`src/rtl/gpo_latch_pkg.sv`:
```
package gpo_latch_pkg;
  localparam int unsigned REG_IDX_W = 3;
  localparam int unsigned REG_COUNT = 5;

  localparam logic [REG_IDX_W-1:0] IDX_DATA = 3'd0;
  localparam logic [REG_IDX_W-1:0] IDX_DIR  = 3'd1;
  localparam logic [REG_IDX_W-1:0] IDX_SET  = 3'd2;
  localparam logic [REG_IDX_W-1:0] IDX_CLR  = 3'd3;
  localparam logic [REG_IDX_W-1:0] IDX_TGL  = 3'd4;

  typedef struct packed {
    logic load;
    logic dir;
    logic set;
    logic clr;
    logic tgl;
  } wr_sel_t;
endpackage

```
`src/rtl/gpo_addr_decode.sv`:
```
module gpo_addr_decode
  import gpo_latch_pkg::*;
#(
  parameter int unsigned ADDR_W = 4
) (
  input  logic              clk,
  input  logic              rst_n,
  input  logic              bus_wr,
  input  logic [ADDR_W-1:0] bus_addr,
  output logic              mapped,
  output logic [REG_IDX_W-1:0] idx,
  output wr_sel_t           wsel
);
  always_comb begin
    mapped = (int'(bus_addr) < int'(REG_COUNT));
    idx    = REG_IDX_W'(bus_addr);
    wsel   = '0;
    if (bus_wr && mapped) begin
      unique case (idx)
        IDX_DATA: wsel.load = 1'b1;
        IDX_DIR:  wsel.dir  = 1'b1;
        IDX_SET:  wsel.set  = 1'b1;
        IDX_CLR:  wsel.clr  = 1'b1;
        IDX_TGL:  wsel.tgl  = 1'b1;
        default:  wsel      = '0;
      endcase
    end
  end


  sel_unique_chk: assert property (@(posedge clk) disable iff (!rst_n)
    $onehot0(wsel));


  unmapped_quiet_chk: assert property (@(posedge clk) disable iff (!rst_n)
    (!mapped) |-> (wsel == '0));
endmodule

```
`src/rtl/gpo_latch_bank.sv`:
```
module gpo_latch_bank
  import gpo_latch_pkg::*;
#(
  parameter int unsigned PINS = 32
) (
  input  logic            clk,
  input  logic            rst_n,
  input  wr_sel_t         wsel,
  input  logic [PINS-1:0] wdata,
  output logic [PINS-1:0] q
);
  logic [PINS-1:0] nxt;

  for (genvar i = 0; i < PINS; i++) begin : g_bit
    always_comb begin
      nxt[i] = q[i];
      if (wsel.load)                nxt[i] = wdata[i];
      else if (wsel.set && wdata[i]) nxt[i] = 1'b1;
      else if (wsel.clr && wdata[i]) nxt[i] = 1'b0;
      else if (wsel.tgl && wdata[i]) nxt[i] = ~q[i];
    end
  end

  always_ff @(posedge clk or negedge rst_n) begin
    if (!rst_n) q <= '0;
    else        q <= nxt;
  end


  set_effect_chk: assert property (@(posedge clk) disable iff (!rst_n)
    wsel.set |=> (((q & $past(wdata)) == $past(wdata)) &&
                  ((q & ~$past(wdata)) == ($past(q) & ~$past(wdata)))));


  clr_effect_chk: assert property (@(posedge clk) disable iff (!rst_n)
    wsel.clr |=> (((q & $past(wdata)) == '0) &&
                  ((q & ~$past(wdata)) == ($past(q) & ~$past(wdata)))));


  tgl_effect_chk: assert property (@(posedge clk) disable iff (!rst_n)
    wsel.tgl |=> ((q ^ $past(q)) == $past(wdata)));


  load_effect_chk: assert property (@(posedge clk) disable iff (!rst_n)
    wsel.load |=> (q == $past(wdata)));


  hold_chk: assert property (@(posedge clk) disable iff (!rst_n)
    !(wsel.load || wsel.set || wsel.clr || wsel.tgl) |=> $stable(q));
endmodule

```
`src/rtl/gpo_dir_reg.sv`:
```
module gpo_dir_reg #(
  parameter int unsigned PINS = 32
) (
  input  logic            clk,
  input  logic            rst_n,
  input  logic            we,
  input  logic [PINS-1:0] wdata,
  output logic [PINS-1:0] dir
);
  always_ff @(posedge clk or negedge rst_n) begin
    if (!rst_n)  dir <= '0;
    else if (we) dir <= wdata;
  end


  dir_hold_chk: assert property (@(posedge clk) disable iff (!rst_n)
    !we |=> $stable(dir));
endmodule

```
`src/rtl/gpo_read_mux.sv`:
```
module gpo_read_mux
  import gpo_latch_pkg::*;
#(
  parameter int unsigned PINS = 32
) (
  input  logic                 rd,
  input  logic                 mapped,
  input  logic [REG_IDX_W-1:0] idx,
  input  logic [PINS-1:0]      latch,
  input  logic [PINS-1:0]      dir,
  output logic [PINS-1:0]      rdata
);
  always_comb begin
    rdata = '0;
    if (rd && mapped) begin
      case (idx)
        IDX_DATA: rdata = latch;
        IDX_DIR:  rdata = dir;
        default:  rdata = '0;
      endcase
    end
  end
endmodule

```
`src/rtl/gpo_port_latch.sv`:
```
module gpo_port_latch
  import gpo_latch_pkg::*;
#(
  parameter int unsigned PINS   = 32,
  parameter int unsigned ADDR_W = 4
) (
  input  logic              clk,
  input  logic              rst_n,
  input  logic              bus_wr,
  input  logic              bus_rd,
  input  logic [ADDR_W-1:0] bus_addr,
  input  logic [PINS-1:0]   bus_wdata,
  output logic [PINS-1:0]   bus_rdata,
  output logic [PINS-1:0]   pin_out,
  output logic [PINS-1:0]   pin_oe
);
  logic                 mapped;
  logic [REG_IDX_W-1:0] idx;
  wr_sel_t              wsel;
  logic [PINS-1:0]      latch_q;
  logic [PINS-1:0]      dir_q;

  gpo_addr_decode #(.ADDR_W(ADDR_W)) u_dec (
    .clk(clk), .rst_n(rst_n), .bus_wr(bus_wr), .bus_addr(bus_addr),
    .mapped(mapped), .idx(idx), .wsel(wsel)
  );

  gpo_latch_bank #(.PINS(PINS)) u_latch (
    .clk(clk), .rst_n(rst_n), .wsel(wsel), .wdata(bus_wdata), .q(latch_q)
  );

  gpo_dir_reg #(.PINS(PINS)) u_dir (
    .clk(clk), .rst_n(rst_n), .we(wsel.dir), .wdata(bus_wdata), .dir(dir_q)
  );

  gpo_read_mux #(.PINS(PINS)) u_rmux (
    .rd(bus_rd), .mapped(mapped), .idx(idx),
    .latch(latch_q), .dir(dir_q), .rdata(bus_rdata)
  );

  assign pin_out = latch_q;
  assign pin_oe  = dir_q;


  alias_read_zero_chk: assert property (@(posedge clk) disable iff (!rst_n)
    (bus_rd && (int'(bus_addr) >= 2) && (int'(bus_addr) <= 4)) |-> (bus_rdata == '0));


  unmapped_read_zero_chk: assert property (@(posedge clk) disable iff (!rst_n)
    (bus_rd && (int'(bus_addr) >= int'(REG_COUNT))) |-> (bus_rdata == '0));


  idle_read_zero_chk: assert property (@(posedge clk) disable iff (!rst_n)
    !bus_rd |-> (bus_rdata == '0));


  oe_untouched_chk: assert property (@(posedge clk) disable iff (!rst_n)
    (bus_wr && (int'(bus_addr) != 1)) |=> $stable(pin_oe));
endmodule

```
`config.mk`:
```
export PLATFORM = sky130hd
export DESIGN_NAME = gpo_port_latch
export DESIGN_NICKNAME = d
export VERILOG_FILES = /design/src/rtl/gpo_latch_pkg.sv /design/src/rtl/gpo_addr_decode.sv /design/src/rtl/gpo_latch_bank.sv /design/src/rtl/gpo_dir_reg.sv /design/src/rtl/gpo_read_mux.sv /design/src/rtl/gpo_port_latch.sv
export SDC_FILE = /design/constraint.sdc
export NUM_CORES = 1
export LEC_CHECK = 0
export ABC_CLOCK_PERIOD_IN_PS = 2700
export CORE_ASPECT_RATIO = 0.5
export CORE_UTILIZATION = 40
export CTS_CLUSTER_DIAMETER = 150
export DETAILED_ROUTE_END_ITERATION = 6
export PLACE_DENSITY = 0.71
export SLEW_MARGIN = 10
export SYNTH_ARGS = -nofsm -noshare
export SYNTH_HDL_FRONTEND = slang
export SYNTH_SLANG_ARGS = --single-unit
export TNS_END_PERCENT = 20
```
`constraint.sdc`:
```
create_clock -name clk -period 2.7 [get_ports clk]
set_clock_uncertainty 0.2 [all_clocks]
set_input_delay 0.27 -clock clk [delete_from_list [all_inputs] [get_ports clk]]
set_output_delay 0.27 -clock clk [all_outputs]
set_load 0.02 [all_outputs]
```
=== Word level (Yosys, flattened, before mapping) ===
Cells that the tools add are included.

* Register bits after elaboration: 64
* Input bits: 40
* Output and inout bits: 96
* Logic and storage cells: 337

* Order comparisons: 1
* Equality and inequality tests: 4
* Multiplexer cells: 136
* Bitwise logic cells: 32
* Reductions and logical operators: 131

{| class="wikitable"
|+ Operators by type and width
! operator !! number
|-
| 1-bit 2-to-1 mux || 133
|-
| 4-bit nonzero test || 32
|-
| 1-bit logical AND || 98
|-
| 32-bit one-hot mux with 2 select lines || 1
|-
| 32-bit 2-to-1 mux || 1
|-
| 1-bit inverter || 32
|-
| 3-bit by 2-bit equality test with 1-bit output, second input constant || 2
|-
| 5-bit 2-to-1 mux || 1
|-
| 4-bit by 3-bit < comparator with 1-bit output, second input constant || 1
|-
| 3-bit by 1-bit equality test with 1-bit output, second input constant || 1
|-
| 3-bit equality test, second input constant || 1
|-
| 3-bit zero test || 1
|}

=== Longest topological paths before layout ===
* Word-level depth: 8
* Gate-level depth with buffers: 7

=== Hierarchy ===
Synthesis repeated with hierarchy kept, for this count alone.

* Cells, all modules: 330
* Area total of the unflattened synthesis: 3743.6 um^2

{| class="wikitable"
|+ Modules (own cells, without submodules)
! module !! instances !! cells each !! area an instance (um^2) !! seq. area each (um^2)
|-
| gpo_latch_bank || 1 || 176 || 1780.5 || 800.8
|-
| gpo_dir_reg || 1 || 68 || 1345.0 || 800.8
|-
| gpo_read_mux || 1 || 73 || 531.8 || 0.0
|-
| gpo_addr_decode || 1 || 13 || 86.3 || 0.0
|}

=== Worst setup path before layout ===
OpenSTA, ideal clock, no wires.

* Path type: input-to-output
* From: input bus_addr[1]
* To: output bus_rdata[10]
* Arrival: 1.673 ns
* Setup slack: 0.557 ns
* Cell stages on the path: 7
* Path through: buf_4 or2_1 clkbuf_1 or3b_1 buf_2 buf_6 nor2_1

* Longest elaborated chain between the ends: 3
* Elaborated cells between the ends (all ways): 6
* Those cells by class: order compare (1); eq/ne (1); mux (2); reduce/logical (2)

{| class="wikitable"
|+ Ends and longest elaborated chain
! element !! line !! RTL
|-
| from (decl) || gpo_port_latch.sv:11 || <nowiki>input logic [ADDR_W-1:0] bus_addr,</nowiki>
|-
| 4-bit by 3-bit < comparator with 1-bit output, or another cell as far along || gpo_addr_decode.sv:15 || <nowiki>mapped = (int'(bus_addr) < int'(REG_COUNT));</nowiki>
|-
| 1-bit logical AND / 32-bit one-hot mux with 2 select lines (equally long branches) || gpo_read_mux.sv:15, gpo_read_mux.sv:16 ||
|-
| 32-bit 2-to-1 mux (*) || gpo_read_mux.sv:15 || <nowiki>if (rd && mapped) begin</nowiki>
|-
| to (decl) || gpo_port_latch.sv:13 || <nowiki>output logic [PINS-1:0] bus_rdata,</nowiki>
|}

Every way passes the cells marked *; elsewhere a longest branch is shown, timed or not.

=== Final worst setup path ===
* From: input bus_addr[2]
* To: output bus_rdata[16]

The elaborated chain is that of the path after synthesis.

==> metrics <==
Power Dens Cells 784 nW/um2; Num CTS Buffers 9; CTS tree done; Mapped Cells 374; Worst EP arrival 2.09 ns; Multi-input gate area 1680 um2; GRT Total Usage 0.252; mux contribution to synthesized area 0.100; Avg WL per Cell 18.0 um; Layout Cells excl Fill 626; top cell type's share of synthesized area 0.445; pin count of the biggest net entering global routing 33; fin. max-slew vios 0; asr flop ratio synth 1.00; adder-cell share of the synthesized area 0; design area 5380 um2; DRC 0; critical path's top delay family buffers and inverters; CP Cell Sequence clkdlybuf4s50_1 > or2_1 > or3b_1 > buf_12 > nor2_1 > dlygate4sd2_1; Unique masters post-synth 30; Setup CP Type in2out; input/output buffers 135; first drt pass iteration count 5; Initial Utilization 0.413; cell accounting for the most synthesized area dfrtp_1; setup TNS 0 ns; final layout net count 544; ant diodes 0; die outline area 9400 um2; slowest CP cell or3b_1; R2R cell count 3; Reg clk slew, reported paths 0.05 ns; Syn Area/Cell 9.62 um2; flop2flop setup slack 1.60 ns; core box area 8710 um2; slew margin rel. 0.500; clk_lat worst skew 0.32 ns; Worst Hold Depth 1; Worst Hold Class reg2reg; status complete, no violations; Final setup viols 0; fraction of layout cells with a size suffix above 1 0.138; CP Launch Type input port; VDD IR-drop max 0.352 mV; GP Congestion 0.784; number of global-route vias before repair 3553; unrepaired setup endpoints after global routing no; FF+latch area 1600 um2; main flop type after synthesis dfrtp_1; first-pass GRT wire length 18600 um; maximum buffer depth of the clock tree 2; largest cells by area after synthesis dfrtp_1 45%, mux2_2 8.1%, a22oi_1 6.7%; clk sinks 64; Yosys warnings 0; Hold Path End u_latch.q[26]; synthesis-to-finish area growth 49.6%; num rows 24; largest family of logic cells by synthesized area compound AO/OA/AOI/OAI gates; count leader, synth dfrtp_1; Final Hold Vio Count 0; Buf/Inv on CP 3; minimum clock period 2.56 ns; Post-CTS Setup Bufs 0; crit path max fanout 26; Critical Path End Type output port; hold slack 0.304 ns; Post-Synth Simple-Gate Area 0.108; final WL 11300 um; Via density 5.73; Achievable Freq 0.391 GHz; Hold Crit Start u_latch.q[26]; CTS HTree Levels 3; HPWL Detailed 7380 um; die height 69.1 um; fin crit share 0.947; EDFF count, synth 0; I/O Pins 136; DR vias 3590; Worst Tran Pin Value 0.751 ns; compound-gate portion of the synthesized area 0.255; initial drt markers 221; total grt overflow 0; Max stage delay on crit path 0.44 ns; reg2reg end u_latch.q[31]; fill cell count 759; antenna-violating nets left 0; Worst Path Required 2.23 ns; Synth Register Bits 64; register area share after synthesis 0.445; max_cap viols 0; synthesized area 3600 um2; r2r startpoint u_latch.q[31]; dpl cells 609; Synth top cells by count 64 x dfrtp_1, 32 x a22oi_1, 32 x inv_1; initial antenna violation count 0; root buf cell clkbuf_16; CP startpoint bus_addr[2]; P_leak 2.24 nW; Post-Synth XOR/XNOR Area 0; die width 136 um; Post-DP Area 5110 um2; post-synthesis net count 414
## worst reg2reg max path, cell delays in order, from the launching register on
cell      delay (ns)
dfrtp_1         0.42
o21ai_0         0.21
nand4b_1        0.12
o21ai_0         0.08
## cell usage in the layout (no fill, tap or decap), types with 2 or more instances in the layout
master           instances
a22oi_1                 32
nor2_1                  31
clkdlybuf4s50_1        102
o31ai_1                 31
nand2b_1                 2
buf_12                   4
mux2_1                   6
o21ai_0                  2
clkbuf_1                 2
buf_4                   18
mux2_2                  26
inv_1                   32
clkbuf_8                 2
clkbuf_16                9
nand3_1                 31
dfrtp_1                 64
nand2_1                  3
dlygate4sd2_1           32
clkinv_2                 2
a211oi_1                31
or3b_2                   2
o22ai_1                 31
## cells by family after synthesis
| kind of cell | Yosys count |
|---|---|
| buf+inv | 71 |
| compound gates | 128 |
| flops | 64 |
| mux | 32 |
| simple gates | 79 |
## worst max path at each step
stage,end,slack [ns],depth (start not counted)
4_1_cts,bus_rdata[16],0.14,6
2_1_floorplan,bus_rdata[10],0.56,7
3_3_place_gp,bus_rdata[1],-0.11,6
6_report,bus_rdata[16],0.14,6
5_1_grt,bus_rdata[19],0.07,6
3_5_place_dp,bus_rdata[16],-0.12,6
## area by class of cell
cell class / instances / share of cell area
clock buffer: 13 / 0.0483
clock inverter: 3 / 0.00744
inverter: 32 / 0.0223
multi-input combinational: 239 / 0.313
sequential: 64 / 0.298
tap: 117 / 0.0272
timing repair buffer: 158 / 0.285
## routing by layer
metal	vias up	part of all wire	track usage	wire length (um)
met5	-	0	0	0
met2	110	0.49	0.416	5560
met3	4	0.058	0.0515	658
li1	1666	-	-	-
met1	1810	0.44	0.341	5020
met4	0	0.0048	0.0506	54
## report_power, final
part	switching, mW	total (mW)	internal, mW
Combinational	0.743	1.53	0.789
Sequential	0.278	1.52	1.24
Clock	0.407	1.17	0.762
## stage by stage
step | power [mW] | setup WS, ns | util
5_1_grt | 4.44 | 0.0664 | 0.618
3_3_place_gp | 3.04 | -0.114 | 0.587
2_1_floorplan | 2.24 | 0.557 | -
3_5_place_dp | 3.06 | -0.119 | 0.587
6_report | 4.22 | 0.143 | 0.618
4_1_cts | 4.24 | 0.142 | 0.618
## flip-flops by register name, indices dropped and copies added (netlist names)
name / cells
u_dir.dir: 32
u_latch.q: 32
## what timing repair did
action                     4_1_cts  5_1_grt
hold buffers                     1        0
gates resized for setup         32        0
setup endpoints to repair       32        0
hold endpoints to repair        28        0
Power figures use the tool's default switching activity.
